===== config.mk =====
export PLATFORM = sky130hd
export DESIGN_NAME = arith_flag_gen
export DESIGN_NICKNAME = d
export VERILOG_FILES = /design/src/rtl/asf_pkg.sv /design/src/rtl/asf_parity.sv /design/src/rtl/asf_size_slice.sv /design/src/rtl/asf_flag_core.sv /design/src/rtl/asf_out_stage.sv /design/src/rtl/arith_flag_gen.sv
export SDC_FILE = /design/constraint.sdc
export NUM_CORES = 1
export LEC_CHECK = 0
export CORE_AREA = 2 2 59 61
export CTS_CLUSTER_DIAMETER = 150
export DETAILED_ROUTE_END_ITERATION = 8
export DIE_AREA = 0 0 61 63
export PLACE_DENSITY = 0.8
export SYNTH_ARGS = -nofsm -noshare
export SYNTH_HDL_FRONTEND = slang
export SYNTH_SLANG_ARGS = --single-unit

===== constraint.sdc =====
create_clock -name clk -period 1.6 [get_ports clk]
set_input_delay 0.24 -clock clk [delete_from_list [all_inputs] [get_ports clk]]
set_output_delay 0.24 -clock clk [all_outputs]
set_load 0.02 [all_outputs]

===== src/rtl/asf_pkg.sv =====
package asf_pkg;
  localparam int BASE_W  = 8;
  localparam int NUM_SZ  = 3;
  localparam int SZ_SEL_W = 2;

  typedef enum logic [SZ_SEL_W-1:0] {
    SZ_BYTE  = 2'b00,
    SZ_WORD  = 2'b01,
    SZ_DWORD = 2'b10,
    SZ_SPARE = 2'b11
  } size_e;

  typedef struct packed {
    logic c;
    logic p;
    logic a;
    logic z;
    logic s;
    logic o;
  } flags_t;
endpackage


===== src/rtl/asf_parity.sv =====
module asf_parity #(
  parameter int W = 8
) (
  input  logic [W-1:0] data,
  output logic         even
);
  // XOR-reduce: 0 for even count, so invert to flag even parity.
  always_comb even = ~(^data);
endmodule


===== src/rtl/asf_size_slice.sv =====
module asf_size_slice #(
  parameter int W = 8
) (
  input  logic [W-1:0] res_part,
  input  logic         a_msb,
  input  logic         b_msb,
  input  logic         cout,
  input  logic         is_sub,
  output logic         zero,
  output logic         sign,
  output logic         ovf,
  output logic         cy
);
  logic same_in;
  logic res_flip;

  always_comb begin
    zero     = ~|res_part;
    sign     = res_part[W-1];
    same_in  = (a_msb == b_msb);
    res_flip = (sign != a_msb);
    // Add: like signs producing other sign. Sub: unlike signs, sign leaves A's.
    ovf      = is_sub ? (!same_in && res_flip) : (same_in && res_flip);
    // Subtraction runs as A + ~B + 1: carry high means no borrow.
    cy       = cout ^ is_sub;
  end
endmodule


===== src/rtl/asf_flag_core.sv =====
module asf_flag_core
  import asf_pkg::*;
#(
  parameter int DATA_W = 32
) (
  input  logic [DATA_W-1:0]   op_a,
  input  logic [DATA_W-1:0]   op_b,
  input  logic [DATA_W-1:0]   op_res,
  input  logic [NUM_SZ-1:0]   carry_in_vec,
  input  logic                is_sub,
  input  logic                is_logic,
  input  logic [SZ_SEL_W-1:0] op_size,
  output flags_t              flags
);
  localparam int HALF_BIT = BASE_W / 2;

  logic [NUM_SZ-1:0] z_v, s_v, o_v, c_v;
  logic              par_even;
  logic [SZ_SEL_W-1:0] sel;

  for (genvar k = 0; k < NUM_SZ; k++) begin : g_slice
    localparam int SW = BASE_W << k;
    asf_size_slice #(.W(SW)) u_slice (
      .res_part (op_res[SW-1:0]),
      .a_msb    (op_a[SW-1]),
      .b_msb    (op_b[SW-1]),
      .cout     (carry_in_vec[k]),
      .is_sub   (is_sub),
      .zero     (z_v[k]),
      .sign     (s_v[k]),
      .ovf      (o_v[k]),
      .cy       (c_v[k])
    );
  end

  asf_parity #(.W(BASE_W)) u_par (
    .data (op_res[BASE_W-1:0]),
    .even (par_even)
  );

  always_comb begin
    // Codes past the last size fall back to the widest slice.
    if (int'(op_size) >= NUM_SZ) sel = SZ_SEL_W'(NUM_SZ - 1);
    else                         sel = op_size;
    flags.z = z_v[sel];
    flags.s = s_v[sel];
    flags.p = par_even;
    flags.c = is_logic ? 1'b0 : c_v[sel];
    flags.o = is_logic ? 1'b0 : o_v[sel];
    flags.a = is_logic ? 1'b0
                       : (op_a[HALF_BIT] ^ op_b[HALF_BIT] ^ op_res[HALF_BIT]);
  end
endmodule


===== src/rtl/asf_out_stage.sv =====
module asf_out_stage
  import asf_pkg::*;
(
  input  logic   clk,
  input  logic   rst_n,
  input  logic   in_valid,
  output logic   in_ready,
  input  flags_t in_flags,
  output logic   out_valid,
  input  logic   out_ready,
  output flags_t out_flags
);
  always_comb in_ready = !out_valid || out_ready;

  always_ff @(posedge clk) begin
    if (!rst_n) begin
      out_valid <= 1'b0;
      out_flags <= '0;
    end else if (in_ready) begin
      out_valid <= in_valid;
      if (in_valid) out_flags <= in_flags;
    end
  end


  hold_under_stall_chk: assert property (@(posedge clk) disable iff (!rst_n)
    (out_valid && !out_ready) |=> (out_valid && $stable(out_flags)));


  accept_shows_chk: assert property (@(posedge clk) disable iff (!rst_n)
    (in_valid && in_ready) |=> out_valid);


  drain_empties_chk: assert property (@(posedge clk) disable iff (!rst_n)
    (!in_valid && out_ready) |=> !out_valid);
endmodule


===== src/rtl/arith_flag_gen.sv =====
module arith_flag_gen
  import asf_pkg::*;
#(
  parameter int DATA_W = 32
) (
  input  logic                clk,
  input  logic                rst_n,
  input  logic                in_valid,
  output logic                in_ready,
  input  logic [DATA_W-1:0]   op_a,
  input  logic [DATA_W-1:0]   op_b,
  input  logic [DATA_W-1:0]   op_res,
  input  logic [NUM_SZ-1:0]   carry_in_vec,
  input  logic                is_sub,
  input  logic                is_logic,
  input  logic [SZ_SEL_W-1:0] op_size,
  output logic                out_valid,
  input  logic                out_ready,
  output logic                flag_c,
  output logic                flag_p,
  output logic                flag_a,
  output logic                flag_z,
  output logic                flag_s,
  output logic                flag_o
);
  flags_t next_flags;
  flags_t held_flags;

  asf_flag_core #(.DATA_W(DATA_W)) u_core (
    .op_a         (op_a),
    .op_b         (op_b),
    .op_res       (op_res),
    .carry_in_vec (carry_in_vec),
    .is_sub       (is_sub),
    .is_logic     (is_logic),
    .op_size      (op_size),
    .flags        (next_flags)
  );

  asf_out_stage u_stage (
    .clk       (clk),
    .rst_n     (rst_n),
    .in_valid  (in_valid),
    .in_ready  (in_ready),
    .in_flags  (next_flags),
    .out_valid (out_valid),
    .out_ready (out_ready),
    .out_flags (held_flags)
  );

  always_comb begin
    flag_c = held_flags.c;
    flag_p = held_flags.p;
    flag_a = held_flags.a;
    flag_z = held_flags.z;
    flag_s = held_flags.s;
    flag_o = held_flags.o;
  end


  logic_mask_chk: assert property (@(posedge clk) disable iff (!rst_n)
    (in_valid && in_ready && is_logic) |=> (!flag_c && !flag_o && !flag_a));


  all_zero_chk: assert property (@(posedge clk) disable iff (!rst_n)
    (in_valid && in_ready && (op_res == '0)) |=> (flag_z && flag_p && !flag_s));


  dword_sign_chk: assert property (@(posedge clk) disable iff (!rst_n)
    (in_valid && in_ready && (op_size == SZ_DWORD)) |=> (flag_s == $past(op_res[DATA_W-1])));


  always_comb begin
    if (!rst_n) reset_ready_chk: assert (in_ready);
  end
endmodule


Word-level counts from Yosys, hierarchy flattened
Index checks and enable logic that the tools add are counted.
{"block": "totals", "mem_count": 0, "latch_bits": 0, "out_inout_bits": 8, "reg_bits": 7, "ramBits": 0, "elab_cells": 55, "in_bits": 107, "romBits": 0}
{"block": "op_classes", "mul": 0, "n_shift": 0, "eq_ne": 6, "n_lt_le_gt_ge": 2, "div_mod_pow": 0, "mux": 15, "addsub": 0, "reduce_logical": 19, "n_bitwise": 6}
{"operator": "$reduce_or 32->1", "n": 1}
{"operator": "$reduce_or 16->1", "n": 1}
{"operator": "$mux 1", "n": 10}
{"operator": "$bmux 1 s2", "n": 4}
{"operator": "$reduce_or 8->1", "n": 1}
{"operator": "$reduce_xor 8->1", "n": 1}
{"operator": "$logic_not 1->1", "n": 7}
{"operator": "$logic_and 1x1->1", "n": 6}
{"operator": "$xor 1x1->1", "n": 5}
{"operator": "$eq 1x1->1", "n": 3}
{"operator": "$lt 2x3->1 const B", "n": 1}
{"operator": "$ne 1x1->1", "n": 3}
{"operator": "$ge 2x2->1 const B", "n": 1}
{"operator": "$mux 2", "n": 1}
{"operator": "$reduce_and 2->1", "n": 1}
{"operator": "$logic_or 1x1->1", "n": 1}
{"operator": "$not 1->1", "n": 1}

Logic depth before layout (Yosys ltp)
Gate-level depths: netlist (run 1).
{"block": "logic_depth", "depth_word": 7, "depth_mapped": 6, "depth_no_buf": 6}

Modules after synthesis
From an unflattened synthesis (run 1), not the netlist that was laid out.
{"block": "hier_totals", "cells_unflattened": 93, "hier_area_um2": 778.2}
{"module": "asf_out_stage", "cells_per_inst": 32, "area_each_um2": 307.8, "instances": 1, "seq_area_each_um2": 140.1}
{"module": "asf_flag_core", "cells_per_inst": 17, "area_each_um2": 133.9, "instances": 1, "seq_area_each_um2": 0.0}
{"module": "asf_size_slice (u_core.g_slice[2].u_slice)", "cells_per_inst": 17, "area_each_um2": 120.1, "instances": 1, "seq_area_each_um2": 0.0}
{"module": "asf_size_slice (u_core.g_slice[1].u_slice)", "cells_per_inst": 11, "area_each_um2": 85.1, "instances": 1, "seq_area_each_um2": 0.0}
{"module": "asf_size_slice (u_core.g_slice[0].u_slice)", "cells_per_inst": 9, "area_each_um2": 70.1, "instances": 1, "seq_area_each_um2": 0.0}
{"module": "asf_parity", "cells_per_inst": 7, "area_each_um2": 61.3, "instances": 1, "seq_area_each_um2": 0.0}

Worst setup path before layout (run 1)
No wires, ideal clock.
{"block": "synth_path", "path_kind": "register -> register", "startpoint": "register u_stage.out_valid", "endpoint": "register u_stage.out_flags[3] (netlist name)", "setup_ns": 0.070, "setup_slack_ns": 0.188, "n_path_buf": 0, "t_required_ns": 1.530, "t_arrival_ns": 1.342, "stages_incl_launch_ff": 5, "synth_period_minus_slack_ns": 1.412, "path_cell_list": "dfxtp_1 -> nand2b_1 -> nand2_1 -> or3_1 -> a21boi_1"}
{"block": "synth_via", "elab_chain_cells": 3}
{"item": "start, declared", "line_no": "asf_out_stage.sv:9", "text": "output logic out_valid,"}
{"item": "start signal, assigned", "line_no": "asf_out_stage.sv:20", "text": "out_valid <= in_valid;"}
{"item": "$logic_not 1->1", "line_no": "asf_out_stage.sv:13", "text": "always_comb in_ready = !out_valid || out_ready;"}
{"item": "$logic_or 1x1->1", "line_no": "asf_out_stage.sv:13"}
{"item": "named net in_ready", "line_no": "arith_flag_gen.sv:9", "text": "output logic in_ready,"}
{"item": "$reduce_and 2->1 (no source line)"}
{"item": "end signal, assigned", "line_no": "asf_out_stage.sv:21", "text": "if (in_valid) out_flags <= in_flags;"}
{"item": "end, declared", "line_no": "asf_out_stage.sv:11", "text": "output flags_t out_flags"}
The timed path passes the listed nets, and every way through them passes these cells.
A chain may end at the register's enable or synchronous reset.

Final worst setup path (run 1)
{"block": "layout_path", "startpoint": "input port is_sub", "endpoint": "register u_stage.out_flags[0] (netlist name)"}
{"block": "layout_via", "elab_chain_cells": 4, "word_cells_on_any_way": 6, "cone_classes": "mux (6)"}
{"item": "start, declared", "line_no": "arith_flag_gen.sv:14", "text": "input logic is_sub,"}
{"item": "$mux 1", "line_no": "asf_size_slice.sv:23", "text": "ovf = is_sub ? (!same_in && res_flip) : (same_in && res_flip);"}
{"item": "$bmux 1 s2 *", "line_no": "asf_flag_core.sv:49", "text": "flags.o = is_logic ? 1'b0 : o_v[sel];"}
{"item": "$mux 1 (implied by the code) *", "line_no": "asf_flag_core.sv:49"}
{"item": "$mux 1 *", "line_no": "asf_flag_core.sv:49"}
Every way passes the cells marked *; elsewhere a longest branch is shown, timed or not. The select of a mux whose other input is x is not followed.

==> results of run 1 <==
## through the flow
stage,std cells,power (mW),hold slack [ns],utilization (%),setup slack [ns]
after global placement,188,0.509,0.441,42.2,-0.162
final,192,0.664,0.463,43.0,0.0935
after global routing,192,0.712,0.483,43.0,0.0157
after floorplan,75,0.315,0.368,-,0.188
after CTS,192,0.677,0.463,43.0,0.0734
after detailed placement,188,0.520,0.449,42.2,-0.184
## state kept, by name (all words and copies together) (netlist names)
register,count
u_stage.out_valid,1
u_stage.out_flags,6
## synthesized netlist by cell type (all sizes together) (2+ instances only)
cell type and n:
mux2i 5, nand2b 4, nand4 2, ha 4
a21boi 3, nor4 6, o21ai 2, nand3 2
nand2 6, nor3b 2, nor2b 2, dfxtp 7
xnor2 7, inv 9, xor2 2
## critical path, cell delays in order
cell	delay [ns]
clkdlybuf4s50_1	0.54
buf_4	0.15
xor2_1	0.19
nand2_1	0.09
o221a_1	0.26
o41ai_2	0.18
## power breakdown
group	internal [mW]	total (mW)	leakage [nW]	switching, mW
Combinational	0.206	0.319	0.483	0.113
Sequential	0.186	0.192	0.0573	0.00591
Clock	0.0947	0.153	0.0150	0.0581
Total	0.487	0.664	0.555	0.177
## worst max path at each step
stage,from,endpoint,slack (ns),depth (start not counted)
6_report,is_sub,u_stage.out_flags[0],0.09,6
5_1_grt,op_res[7],u_stage.out_flags[4],0.02,7
4_1_cts,is_sub,u_stage.out_flags[0],0.07,6
3_5_place_dp,is_sub,u_stage.out_flags[0],-0.18,6
3_3_place_gp,op_res[7],u_stage.out_flags[4],-0.16,7
2_1_floorplan,u_stage.out_valid,u_stage.out_flags[3],0.19,4
## final cells by class
| class | instances | share of cell area [%] |
|---|---|---|
| timing repair buffer | 69 | 47.6 |
| clock buffer | 4 | 1.89 |
| inverter | 9 | 2.43 |
| sequential | 7 | 10.1 |
| multi-input combinational | 57 | 33.8 |
| tap | 46 | 4.14 |
## cell usage in the layout, fill, tap and decap left out, types with 3 or more instances in the layout
cell             count
ha_1                 4
nand2_1              6
inv_1                9
clkbuf_4             3
buf_4               11
nor4_1               3
nand2b_1             4
dfxtp_1              7
mux2i_1              5
xnor2_1              7
clkdlybuf4s50_1     57
## repair_timing
item	in CTS	in global routing
gates resized for setup	1	0
hold endpoints to repair	0	0
endpoints found under the setup margin	1	0
setup buffers	0	0
## layer usage
layer / vias up / part of all wire, %
met5: - / 0
met4: 0 / 0
met3: 0 / 13
met2: 44 / 51
met1: 346 / 36
li1: 405 / -
## kinds of logic after synthesis
| logic type | count (synthesis) | synth area share [%] |
|---|---|---|
| flops | 7 | 21.5 |
| simple gates | 27 | 27.6 |
| fa+ha+maj | 4 | 7.66 |
| buf+inv | 11 | 6.51 |
| mux | 6 | 9.96 |
| xor+xnor | 9 | 12.1 |
| compound gates | 11 | 14.7 |
==> flow_summary.yaml, run 1 <==
status:
  run_status: "finished clean"
route:
  routed_wl_mm: 2.19
  dr.first_iter.drc_count: 19
  vias: 795
  route.antenna.remaining_nets: 0
  drc: 0
  routedWlPerCell_um: 11.4
  drtPass1Iterations: 4
  drt-vias-per-instance: 4.14
synth:
  synth_top_area_share_pct: 21.5
  syn_area_per_cell_um2: 8.71
  synth_top_flop_cell: "dfxtp_1"
  synth_edf_count: 0
  syn_inst: 75
  seq_area_frac_synth_pct: 21.5
  syn_area_um2: 653
  ys_types: 31
  async_flop_share_pct: 0
  ys_top_cells_by_area: "dfxtp_1, xnor2_1, ha_1, mux2i_1, inv_1"
  yosysTopAreaCell: "dfxtp_1"
  syn_nets: 186
  synth_seq_cells: 7
  ys_warn_count: 0
worst_setup_path:
  arrival_ns: 1.66
  path_class: "in -> reg"
  endpoint_kind: "register"
  crit_fanout: 3
  reg2reg_depth: 4
  r2r-start: "u_stage.out_valid"
  crit_required_ns: 1.75
  r2r_end: "u_stage.out_flags[0]"
  critPathLaunchType: "input pin"
  r2r_setup_slack_ns: 0.49
cts:
  htreeDepth: 1
  numClockSinks: 7
  cts_buffers: 3
  cts_hold_buf: 0
  tritoncts: "done"
  clk_pin_slew_ns: 0.05
  clock_path_buffers: 2
  clock_tree.root_cell: "clkbuf_4"
  clk_latency_ns: 0.24
global_route:
  grt_pass1_wl_mm: 3.01
  use_met3_pct: 3.11
  globalRouteMet1Util_pct: 8.20
  top_usage_layer: "met2"
  grt_usage_pct: 10.4
  antenna_found_initial: 0
  use_met2_pct: 22.0
  grt_pass1_vias: 782
  grt_max_degree: 8
  overflow: 0
die:
  core_mm2: 0.00323
  dieArea_mm2: 0.00384
  ios: 115
  start_util_pct: 20.2
  die_height_um: 63
  dieWidth_um: 61
  rows: 21
timing:
  grt_setup_unrepaired: "no"
  finClkSkew_ns: 0.000550
  drv_slew: 0
  min_period_ns: 1.51
  setup_viol: 0
  worst_pin_slew_ns: 0.251
  max_freq_mhz: 664
  hold_violations: 0
  timing.final.crit_share_pct: 94.2
  final.setup.tns_ns: 0
  maxSlewHeadroom_pct: 83.1
cells_and_area:
  design_area_mm2: 0.00139
  design.final.nets: 258
  multi_input_area_um2: 470
  register_area_um2: 140
  fillers: 322
  areaGrowthSynthToFinish_pct: 113
  antenna_cells: 0
  layout-drive-gt1-share_pct: 13.7
placed_design:
  gp_congestion: 0.728
  port-buffer-count: 58
  hpwl_mm: 1.98
  dpl-instance-area_mm2: 0.00137
hold_path:
  min_path_cells: 2
  min_from: "u_stage.out_flags[3]"
  hp-class: "reg -> reg"
  holdPathEnd: "u_stage.out_flags[3]"
power:
  p_leak_nw: 0.555
  vdd_ir_drop_max_mv: 0.156
  power_density_mw_per_mm2: 478
job:
  cap_violations: 0
(Power assumes the default switching activity.)
==> run 2, diff against run 1 <==
--- a/config.mk
+++ b/config.mk
@@ -5,11 +5,12 @@
 export SDC_FILE = /design/constraint.sdc
 export NUM_CORES = 1
 export LEC_CHECK = 0
-export CORE_AREA = 2 2 59 61
+export CORE_AREA = 2 2 62 64
 export CTS_CLUSTER_DIAMETER = 150
 export DETAILED_ROUTE_END_ITERATION = 8
-export DIE_AREA = 0 0 61 63
-export PLACE_DENSITY = 0.8
+export DIE_AREA = 0 0 64 66
+export PLACE_DENSITY = 0.77
 export SYNTH_ARGS = -nofsm -noshare
 export SYNTH_HDL_FRONTEND = slang
+export SYNTH_HIERARCHICAL = 1
 export SYNTH_SLANG_ARGS = --single-unit
==> flow_summary.yaml, run 2 <==
power:
  p_seq_share_pct: 27.7
  p_switching_mw: 0.199
  p_leak_nw: 0.608
  clkPwrFrac_pct: 22.8
  power_density_mw_per_mm2: 453
  p_int_mw: 0.501
  vdd_ir_drop_max_mv: 0.137
  combPwrFrac_pct: 49.5
  switching_share_pct: 28.5
worst_setup_path:
  endpoint: "u_stage/out_flags[2]"
  crit_required_ns: 1.79
  path_delay_family: "simple AND/OR/NAND/NOR gates"
  r2r-start: "u_stage/out_valid"
  cpPeakStageDelay_ns: 0.56
  reg2reg_depth: 4
  arrival_ns: 1.75
  r2r_end: "u_stage/out_flags[2]"
  cp-startpoint: "op_res[1]"
  worstSetupPathDepth: 7
  crit_fanout: 2
  path_class: "in -> reg"
  critPathLaunchType: "input pin"
  path_cells: "clkdlybuf4s50_1 > or4_4 > nor2_4 > mux2i_1 > o21ai_1 > nand4_1 > o21ai_2"
  worst-path-buf-inv: 1
  endpoint_kind: "register"
  r2r_setup_slack_ns: 0.63
  crit_slowest_cell: "or4_4"
synth:
  async_flop_share_pct: 0
  synth_top_flop_cell: "dfxtp_1"
  synth_top_area_share_pct: 18.0
  ys_types: 28
  syn_area_per_cell_um2: 8.37
  syn_nets: 200
  syn_inst: 93
  synth.most_common_cell: "nor4_1"
  syn_area_um2: 778
  yosysTopAreaCell: "dfxtp_1"
  synth_edf_count: 0
  seq_area_frac_synth_pct: 18.0
  ys_top_cells_by_area: "dfxtp_1, nor4_1, xnor2_1, mux2i_1, o21ai_2"
  synth_seq_cells: 7
  ys_top_cells_by_count: "nor4_1, nand2_1, nand4_1, dfxtp_1, xnor2_1"
  ys_warn_count: 6
global_route:
  grt_max_degree: 14
  overflow: 0
  antenna_found_initial: 0
  grt_usage_pct: 11.8
  grt_pass1_vias: 927
  grt_pass1_wl_mm: 3.88
route:
  route.antenna.remaining_nets: 0
  drt-vias-per-instance: 4.42
  vias: 938
  drtPass1Iterations: 4
  drc: 0
  routedWlPerCell_um: 11.4
  dr.first_iter.drc_count: 25
  routed_wl_mm: 2.42
timing:
  timing.final.crit_share_pct: 97.9
  worst_pin_slew_ns: 0.407
  min_period_ns: 1.57
  max_freq_mhz: 638
  maxSlewHeadroom_pct: 72.8
  drv_slew: 0
  finClkSkew_ns: 0.00130
  hold_violations: 0
  setup_viol: 0
cells_and_area:
  layout_commonest_cell: "clkdlybuf4s50_1"
  fin_util_pct: 43.5
  largest_reg_flops: 6
  areaGrowthSynthToFinish_pct: 98.4
  design.final.nets: 272
  antenna_cells: 0
  fillers: 346
  design_area_mm2: 0.00154
  largest_registers: "u_stage/out_flags x6, u_stage/out_valid x1"
  layout_common_cells: "clkdlybuf4s50_1, buf_4, nand2_1, nor4_1, nand4_1"
  regMostFlops: "u_stage/out_flags"
  layout-drive-gt1-share_pct: 22.0
cts:
  htreeDepth: 1
  cts_buffers: 3
  clock_path_buffers: 2
  clk_latency_ns: 0.25
  cts_hold_buf: 0
  numClockSinks: 7
  clk_pin_slew_ns: 0.05
  clock_tree.root_cell: "clkbuf_4"
  tritoncts: "done"
die:
  die_height_um: 66
  ios: 115
  core_mm2: 0.00355
  start_util_pct: 21.9
  rows: 22
  dieWidth_um: 64
  dieArea_mm2: 0.00422
placed_design:
  dpl-instance-area_mm2: 0.00148
  hpwl_mm: 2.04
  port-buffer-count: 58
  gp_congestion: 0.903
status:
  run_status: "finished clean"
hold_path:
  min_path_cells: 2
  hp-class: "reg -> reg"
job:
  cap_violations: 0
-- run 2: worst min path at each step --
| stage | start | endpoint |
|---|---|---|
| 2_1_floorplan | rst_n | u_stage/out_flags[0] |
| 3_3_place_gp | u_stage/out_flags[5] | u_stage/out_flags[5] |
| 3_5_place_dp | u_stage/out_flags[5] | u_stage/out_flags[5] |
| 4_1_cts | u_stage/out_flags[5] | u_stage/out_flags[5] |
| 5_1_grt | u_stage/out_flags[5] | u_stage/out_flags[5] |
| 6_report | u_stage/out_flags[1] | u_stage/out_flags[1] |
-- run 2: final cells by class --
type	count	area (µm²)	area share, %
Clock buffer	4	26.3	1.70
Timing Repair Buffer	75	721	46.7
Tap cell	48	60.1	3.89
Sequential cell	7	140	9.08
Inverter	2	7.51	0.486
Multi-Input combinational cell	76	589	38.2
-- run 2: logic make-up after synthesis --
| group | count (synthesis) | share of synthesized area, % |
|---|---|---|
| AO/OA/AOI/OAI | 12 | 11.7 |
| XOR/XNOR | 14 | 17.5 |
| buffers and inverters | 10 | 9.00 |
| flip-flops | 7 | 18.0 |
| multiplexers | 6 | 7.72 |
| AND/OR/NAND/NOR | 44 | 36.0 |
-- run 2: layer usage --
metal / share of wire (%) / vias to the layer above / track usage [%]
met3: 7.4 / 2 / 2.56
li1: - / 489 / -
met2: 45 / 45 / 19.1
met1: 47 / 402 / 15.2
met4: 0.66 / 0 / 4.89
met5: 0 / - / 0
-- run 2: what timing repair did --
action	in CTS	in global routing
resized for setup	1	10
cloned	0	0
buffers inserted	0	1
pin swaps	0	4
endpoints found under the setup margin	1	3
-- run 2: power groups by stage --
stage | logic, mW | clock network (mW) | registers [mW]
4_1_cts | 0.344 | 0.169 | 0.194
3_3_place_gp | 0.339 | 0 | 0.198
6_report | 0.347 | 0.160 | 0.194
2_1_floorplan | 0.138 | 0 | 0.210
5_1_grt | 0.376 | 0.181 | 0.195
3_5_place_dp | 0.344 | 0 | 0.197
-- run 2: stage by stage --
step	worst slack (ns)	power (mW)	hold slack, ns	std cells	TNS (ns)
after detailed placement	-0.255	0.541	0.454	207	-0.696
after global routing	-0.0199	0.752	0.472	212	-0.0199
after CTS	0.00000877	0.707	0.461	211	0
final	0.0329	0.700	0.465	212	0
after floorplan	0.358	0.348	0.391	93	0
after global placement	-0.205	0.537	0.454	207	-0.599
-- run 2: worst reg2reg max path: stages (launching register included) --
cell and delay [ns]:
dfxtp_1 0.37, nand2b_4 0.06, buf_4 0.15, and2_4 0.20
o21ai_2 0.12
